### src/rtl/adc_post_pkg.sv
package adc_post_pkg;
  parameter int CODE_W = 14;
  parameter int OFS_W  = 8;

  // strobes from the control half to the datapath, one set per captured sample
  typedef struct packed {
    logic valid;
    logic addOfs;
    logic twos;
  } stageCtl_t;

  // one word moving through the delay line
  typedef struct packed {
    logic              valid;
    logic              over;
    logic [CODE_W-1:0] code;
  } resWord_t;
endpackage

### src/rtl/adc_post_ctrl.sv
module adc_post_ctrl
  import adc_post_pkg::*;
(
  input  logic      clk,
  input  logic      rstN,
  input  logic      rawValid,
  input  logic      offsetDis,
  input  logic      fmtTwos,
  output stageCtl_t stb
);
  // settings are latched with the sample so that later changes leave it alone
  always_ff @(posedge clk or negedge rstN) begin
    if (!rstN) begin
      stb <= '0;
    end else begin
      stb.valid <= rawValid;
      if (rawValid) begin
        stb.addOfs <= ~offsetDis;
        stb.twos   <= fmtTwos;
      end
    end
  end
endmodule

### src/rtl/adc_post_dp.sv
module adc_post_dp
  import adc_post_pkg::*;
#(
  parameter int LATENCY = 10
) (
  input  logic              clk,
  input  logic              rstN,
  input  stageCtl_t         stb,
  input  logic              rawValid,
  input  logic [CODE_W-1:0] rawCode,
  input  logic              rawOver,
  input  logic [OFS_W-1:0]  offsetVal,
  output logic              resValid,
  output logic [CODE_W-1:0] resCode,
  output logic              resOver
);
  localparam int SUM_W = CODE_W + 1;
  localparam int NMID  = LATENCY - 3;  // stages between compute and output

  logic [CODE_W-1:0] capCode;
  logic              capOver;
  logic [OFS_W-1:0]  capOfs;

  always_ff @(posedge clk or negedge rstN) begin
    if (!rstN) begin
      capCode <= '0;
      capOver <= 1'b0;
      capOfs  <= '0;
    end else if (rawValid) begin
      capCode <= rawCode;
      capOver <= rawOver;
      capOfs  <= offsetVal;
    end
  end

  // offset add in signed form, saturate, then encode
  logic [CODE_W-1:0]        centered;
  logic signed [SUM_W-1:0]  ofsExt;
  logic signed [SUM_W-1:0]  sumS;
  logic                     satHit;
  logic [CODE_W-1:0]        signedRes;
  logic [CODE_W-1:0]        fmtRes;

  always_comb begin
    centered = {~capCode[CODE_W-1], capCode[CODE_W-2:0]};
    ofsExt   = stb.addOfs ? $signed({{(SUM_W-OFS_W){capOfs[OFS_W-1]}}, capOfs}) : '0;
    sumS     = $signed({centered[CODE_W-1], centered}) + ofsExt;
    satHit   = sumS[SUM_W-1] ^ sumS[SUM_W-2];
    if (!satHit)
      signedRes = sumS[CODE_W-1:0];
    else if (sumS[SUM_W-1])
      signedRes = {1'b1, {(CODE_W-1){1'b0}}};
    else
      signedRes = {1'b0, {(CODE_W-1){1'b1}}};
    fmtRes = stb.twos ? signedRes : {~signedRes[CODE_W-1], signedRes[CODE_W-2:0]};
  end

  resWord_t cmpWord;
  resWord_t tailWord;

  always_ff @(posedge clk or negedge rstN) begin
    if (!rstN) begin
      cmpWord <= '0;
    end else begin
      cmpWord.valid <= stb.valid;
      cmpWord.over  <= stb.valid & (capOver | satHit);
      cmpWord.code  <= fmtRes;
    end
  end

  generate
    if (NMID == 0) begin : g_noMid
      assign tailWord = cmpWord;
    end else begin : g_mid
      resWord_t midWord [NMID];
      always_ff @(posedge clk or negedge rstN) begin
        if (!rstN) begin
          for (int k = 0; k < NMID; k++) midWord[k] <= '0;
        end else begin
          midWord[0] <= cmpWord;
          for (int k = 1; k < NMID; k++) midWord[k] <= midWord[k-1];
        end
      end
      assign tailWord = midWord[NMID-1];
    end
  endgenerate

  always_ff @(posedge clk or negedge rstN) begin
    if (!rstN) begin
      resValid <= 1'b0;
      resCode  <= '0;
      resOver  <= 1'b0;
    end else begin
      resValid <= tailWord.valid;
      if (tailWord.valid) begin
        resCode <= tailWord.code;
        resOver <= tailWord.over;
      end
    end
  end
endmodule

### src/rtl/adc_post_top.sv
module adc_post_top
  import adc_post_pkg::*;
#(
  parameter int LATENCY = 10
) (
  input  logic        clk,
  input  logic        rstN,
  input  logic        rawValid,
  input  logic [13:0] rawCode,
  input  logic        rawOver,
  input  logic [7:0]  offsetVal,
  input  logic        offsetDis,
  input  logic        fmtTwos,
  output logic        resValid,
  output logic [13:0] resCode,
  output logic        resOver
);
  stageCtl_t stb;

  adc_post_ctrl u_ctrl (
    .clk       (clk),
    .rstN      (rstN),
    .rawValid  (rawValid),
    .offsetDis (offsetDis),
    .fmtTwos   (fmtTwos),
    .stb       (stb)
  );

  adc_post_dp #(.LATENCY(LATENCY)) u_dp (
    .clk       (clk),
    .rstN      (rstN),
    .stb       (stb),
    .rawValid  (rawValid),
    .rawCode   (rawCode),
    .rawOver   (rawOver),
    .offsetVal (offsetVal),
    .resValid  (resValid),
    .resCode   (resCode),
    .resOver   (resOver)
  );
endmodule

### config.mk
export PLATFORM = sky130hd
export DESIGN_NAME = adc_post_top
export DESIGN_NICKNAME = d
export VERILOG_FILES = /design/src/rtl/adc_post_pkg.sv /design/src/rtl/adc_post_ctrl.sv /design/src/rtl/adc_post_dp.sv /design/src/rtl/adc_post_top.sv
export SDC_FILE = /design/constraint.sdc
export NUM_CORES = 1
export LEC_CHECK = 0
export BUFFER_PORTS_ARGS = -buffer_cell sky130_fd_sc_hd__buf_2
export CAP_MARGIN = 10
export CORE_ASPECT_RATIO = 1.5
export CORE_UTILIZATION = 63
export DETAILED_ROUTE_END_ITERATION = 10
export PLACE_DENSITY = 0.8
export SYNTH_ARGS = -nofsm -noshare
export SYNTH_HDL_FRONTEND = slang
export SYNTH_HIERARCHICAL = 1
export SYNTH_SLANG_ARGS = --single-unit
### constraint.sdc
create_clock -name clk -period 6.1 [get_ports clk]
set_input_delay 0.305 -clock clk [delete_from_list [all_inputs] [get_ports clk]]
set_output_delay 0.305 -clock clk [all_outputs]
set_load 0.05 [all_outputs]
## Word-level counts from Yosys, hierarchy flattened

Index checks and enable logic that the tools add are counted.

- Register bits: 170
- Input bits: 28
- Output and inout port bits: 16
- Word-level logic and storage cells: 44

- Add/sub/neg operators: 1
- Muxes and demuxes: 4
- Bitwise operators: 6

Operators with widths:

| cell | number |
|---|---|
| $mux 14 | 3 |
| $add 14x15->15 | 1 |
| $mux 15 | 1 |
| $not 1->1 | 3 |
| $and 1x1->1 | 1 |
| $or 1x1->1 | 1 |
| $xor 1x1->1 | 1 |

## Depth between registers and ports, before layout

- Depth after elaboration: 6
- Gate-level depth with buffers: 12
- Depth with buffers taken out: 11

## Hierarchy

The synthesis kept the hierarchy.

Modules (own cells, without submodules):

| module | instances | cells each | area an instance (sq um) | sequential area each (sq um) |
|---|---|---|---|---|
| adc_post_dp | 1 | 386 | 5790.6 | 4179.0 |
| adc_post_ctrl | 1 | 6 | 103.8 | 75.1 |

## Worst setup path after synthesis

Ideal clock, no wire load.

- Path kind: flip-flop to flip-flop
- Start: register u_ctrl/stb[1] (netlist name)
- End: register u_dp/cmpWord[10] (netlist bit)
- Library setup time: 126 ps
- Arrival: 2672 ps
- Required time: 5974 ps
- Slack: 3302 ps
- Cell stages (with the launch flop): 12
- Path buffers: 1
- Period minus slack after synthesis: 2798 ps
- Path through: dfrtp_1 > and2_1 > ha_1 > fa_1 > a21o_1 > a31o_1 > o211ai_2 > nor2_2 > a2111oi_4 > buf_6 > o21ai_0 > o32a_1

- Word-level cells in the longest chain between the ends: 5
- Elaborated cells on any way between the ends: 6
- Those cells by class: add/sub (1); mux (4); bitwise (1)

RTL lines:

| element | RTL line | source |
|---|---|---|
| $mux 15 * | adc_post_dp.sv:46 | `ofsExt = stb.addOfs ? $signed({{(SUM_W-OFS_W){capOfs[OFS_W-1]}}, capOfs}) : '0;` |
| $add 14x15->15 * | adc_post_dp.sv:47 | `sumS = $signed({centered[CODE_W-1], centered}) + ofsExt;` |
| $mux 14 or $xor 1x1->1 (tied branches) | adc_post_dp.sv:51, adc_post_dp.sv:48 |  |
| $mux 14 * | adc_post_dp.sv:49 | `if (!satHit)` |
| $mux 14 * | adc_post_dp.sv:55 | `fmtRes = stb.twos ? signedRes : {~signedRes[CODE_W-1], signedRes[CODE_W-2:0]};` |
| net u_dp.fmtRes[10] | adc_post_dp.sv:42 | `logic [CODE_W-1:0] fmtRes;` |
| end, declared | adc_post_dp.sv:58 | `resWord_t cmpWord;` |

The timed path passes the listed nets; every way through them passes the cells marked *.
A chain may end at the register's enable or synchronous reset.

## Final worst setup path

- Start: register u_ctrl/stb[1] (netlist name)
- End: register u_dp/cmpWord[0] (netlist bit)

- Word-level cells in the longest chain between the ends: 5
- Elaborated cells on any way between the ends: 6
- Those cells by class: add/sub (1); mux (4); bitwise (1)

RTL lines:

| element | RTL line |
|---|---|
| $mux 15 * | adc_post_dp.sv:46 |
| $add 14x15->15 * | adc_post_dp.sv:47 |
| $mux 14 or $xor 1x1->1 (tied branches) | adc_post_dp.sv:51, adc_post_dp.sv:48 |
| $mux 14 * | adc_post_dp.sv:49 |
| $mux 14 * | adc_post_dp.sv:55 |
| net u_dp.fmtRes[0] | adc_post_dp.sv:42 |

Marked as above.

==> metrics.md <==
| Metric | Value |
|---|---|
| Status | finished, final reports clean |
| CTS tree | built |
| Clk_lat worst skew | around 0.41 ns |
| Worst Skew | a little over 0.007 ns |
| Final ANT Viol Nets | 0 |
| Nets | about 480 |
| DP Worst Slack | about 2.6 ns |
| Post-synth EDFFs | 0 |
| Ys async rst share | 1.000 |
| Clk sinks | 170 |
| Number of max-cap violations | 0 |
| Ys Warns | 6 |
| # setup viols final | 0 |
| Initial DRC Count | 251 |
| Hold Slack | roughly 0.074 ns |
| Top_reg_cell synth | dfrtp_1 |
| Post-CTS Setup Bufs | 0 |
| CTS H-tree depth | 4 |
| Filler cells | 540 |
| PwrDens | 480.2 mW/mm^2 |
| Die height | 120.5 um |
| Syn nets | 429 |
| Post-DP HPWL | around 6200 um |
| Avg WL per Cell | around 19 um |
| Post-synth top area share | 0.7217 |
| Fmax | roughly 0.27 GHz |
| CTS buffer count | 17 |
| Max IR drop VDD | between 0.0003 and 0.0004 V |
| Reg2reg path depth | 11 |
| Crit path arrival time | around 4 ns |
| Crit path time final | about 3.7 ns |
| Die ar. | around 0.0098 sq mm |
| Hold Fails Final Rpt | 0 |
| Worst Setup Start Kind | register |
| Core footprint | between 0.008 and 0.009 sq mm |
| Unique cell type count in the Yosys netlist | 48 |
| Num ports | between 40 and 50 |
| Number of global-route vias before repair | around 3500 |
| Top cells by count, synth | 170 x dfrtp_1, 37 x mux2_2, 25 x a21oi_1, 21 x nor2_1, 13 x o21ai_0 |
| Yosys top cell by area | dfrtp_1 |
| First-pass GRT wire length | ~17000 um |
| Sequential element share of the synthesized area | 0.7217 |
| FF-to-FF setup slack | between 2 and 2.5 ns |
| Hold Crit Endpoint | u_ctrl/stb[1] |
| Site Rows | between 40 and 50 |
| Root Driver | clkbuf_16 |
| # diodes | 0 |
| Die Width | slightly above 80 um |
| Max-slew violations | 0 |
| #FFs+latches synth | 170 |
| Layout cells sized above 1 | 0.2816 |
| Combined flip-flop and latch cell area | roughly 0.0043 sq mm |
| Reg2Reg Capture Point | u_dp/cmpWord[0] |
| Vias per cell | ~5.7 |
| HP Class | in2reg |
| Final Cell Area | about 0.0068 sq mm |
| Largest net degree at the start of global routing | 95 |
| Area of the mapped netlist | a little under 0.006 sq mm |
| Global route overflow | 0 |
| DR vias | between 3000 and 4000 |
| Required @ worst endpoint | roughly 6.3 ns |
| Worst Max-Slew Pin Slew | 1.010 ns |
| DRT Wirelength | between 10000 and 15000 um |
| Critical path peak fanout | 18 |
| Number of remaining DRC errors | 0 |
| TNS Setup | 0 ns |
| Clock Path Buffers | 2 |
| Critical path capture point type | register |
| Post-cts repair resize count | 0 |
| RR Startpoint | u_ctrl/stb[1] |
| Placed cell area | 0.006170 sq mm |
| Mean Syn Cell Area | 15.04 sq um |
| Hold Path Cell Cnt | 2 |
| Multi-input gate area | approximately 0.0015 sq mm |
| Type of the worst setup path | reg2reg |
| Post-Synthesis Cells | 392 |
| Synth top area cells | dfrtp_1 72%, mux2_2 7.1%, a21oi_1 2.1% |
| Max_slew headroom | 0.3265 |
| Final worst-path cycle share | 0.6038 |
| RSZ-0062 raised after global routing | no |
| Total GRT Usage | 0.2494 |
| Reg clk slew, reported paths | 0.07 ns |
| Most frequent cell after synthesis | dfrtp_1 |
| Initial Util | 0.6598 |
| DRT Pass-1 Iters | 5 |
| Setup ws final | 2.417 ns |
| Min-delay src | offsetDis |
| Buffers on Ports | 43 |
| Initial antenna violation count | 0 |
| Final GP Congestion | roughly 0.82 |
| Area growth syn-to-layout | 15.13% |
| Lkg Pwr | 3.019 nW |
logic make-up after synthesis:
kind of cell	Yosys count	synth area share
AO/OA/AOI/OAI	66	0.07408
XOR/XNOR	14	0.02080
adder cells (fa/ha/maj)	14	0.02929
buffers and inverters	25	0.02059
flip-flops	170	0.7217
multiplexers	45	0.08512
AND/OR/NAND/NOR	58	0.04840
flip-flops by register name, summed over array words and instances, names as in the netlist:
signal and cells:
u_dp/resCode 14, u_dp/capCode 14, u_dp/capOfs 8, u_dp/g_mid.midWord 112, u_dp/capOver 1, u_dp/cmpWord 16, u_ctrl/stb 3, u_dp/resOver 1
u_dp/resValid 1
cells in the final DEF, fill, tap and decap left out, types with 8 or more instances in the layout:
master and count:
and2_1 9, dfrtp_1 170, a21oi_1 25, clkbuf_16 17
mux2_2 37, nor2_1 21, xor2_1 9, nand2_1 9
o21ai_0 13, ha_1 8, buf_2 42
worst max path at each step:
stage	startpoint	end	slack, ns	cells after the start
2_1_floorplan	u_ctrl/stb[1]	u_dp/cmpWord[10]	3.30	11
3_3_place_gp	u_ctrl/stb[1]	u_dp/cmpWord[1]	2.80	11
3_5_place_dp	u_ctrl/stb[1]	u_dp/cmpWord[0]	2.65	11
4_1_cts	u_ctrl/stb[1]	u_dp/cmpWord[0]	2.49	11
5_1_grt	u_ctrl/stb[1]	u_dp/cmpWord[0]	2.31	11
6_report	u_ctrl/stb[1]	u_dp/cmpWord[0]	2.42	11
where the power goes:
group,total [mW],switching [mW],internal [mW]
combinational,0.538,0.357,0.181
sequential,1.63,0.146,1.48
clock,1.09,0.455,0.636
area by class of cell:
class                   instances  area share
inverters                       6    0.003319
repair buffers                 46     0.03632
multi-input cells             197      0.2238
flip-flops and latches        170      0.6268
well taps                     110     0.02028
clock buffers                  19     0.06674
clock inverters                13     0.02268
layer usage:
layer / vias up / GRT usage / part of all wire
li1: 1434 / - / -
met1: 1637 / 0.2774 / 0.37
met2: 96 / 0.4522 / 0.58
met3: 16 / 0.06038 / 0.033
met4: 0 / 0.08817 / 0.013
met5: - / 0 / 0
metrics by stage:
step	instances	utilization	power, mW
2_1_floorplan	392	-	1.980
3_3_place_gp	528	0.6906	2.096
3_5_place_dp	528	0.6906	2.157
4_1_cts	561	0.7597	3.290
5_1_grt	561	0.7597	3.408
6_report	561	0.7597	3.259
critical path: stages (launching register included):
cell,delay [ns]
dfrtp_1,0.47
and2_1,0.18
ha_1,0.20
fa_1,0.40
a21o_1,0.23
a31o_1,0.27
o211ai_2,0.13
nor2_2,0.09
a2111oi_4,0.87
inv_1,0.18
o21ai_1,0.31
o22ai_1,0.18
repair_timing:
action | in CTS | in global routing
hold buffers | 1 | 0
hold endpoints to repair | 80 | 0
setup endpoints to repair | 0 | 0
(Power assumes the default switching activity.)
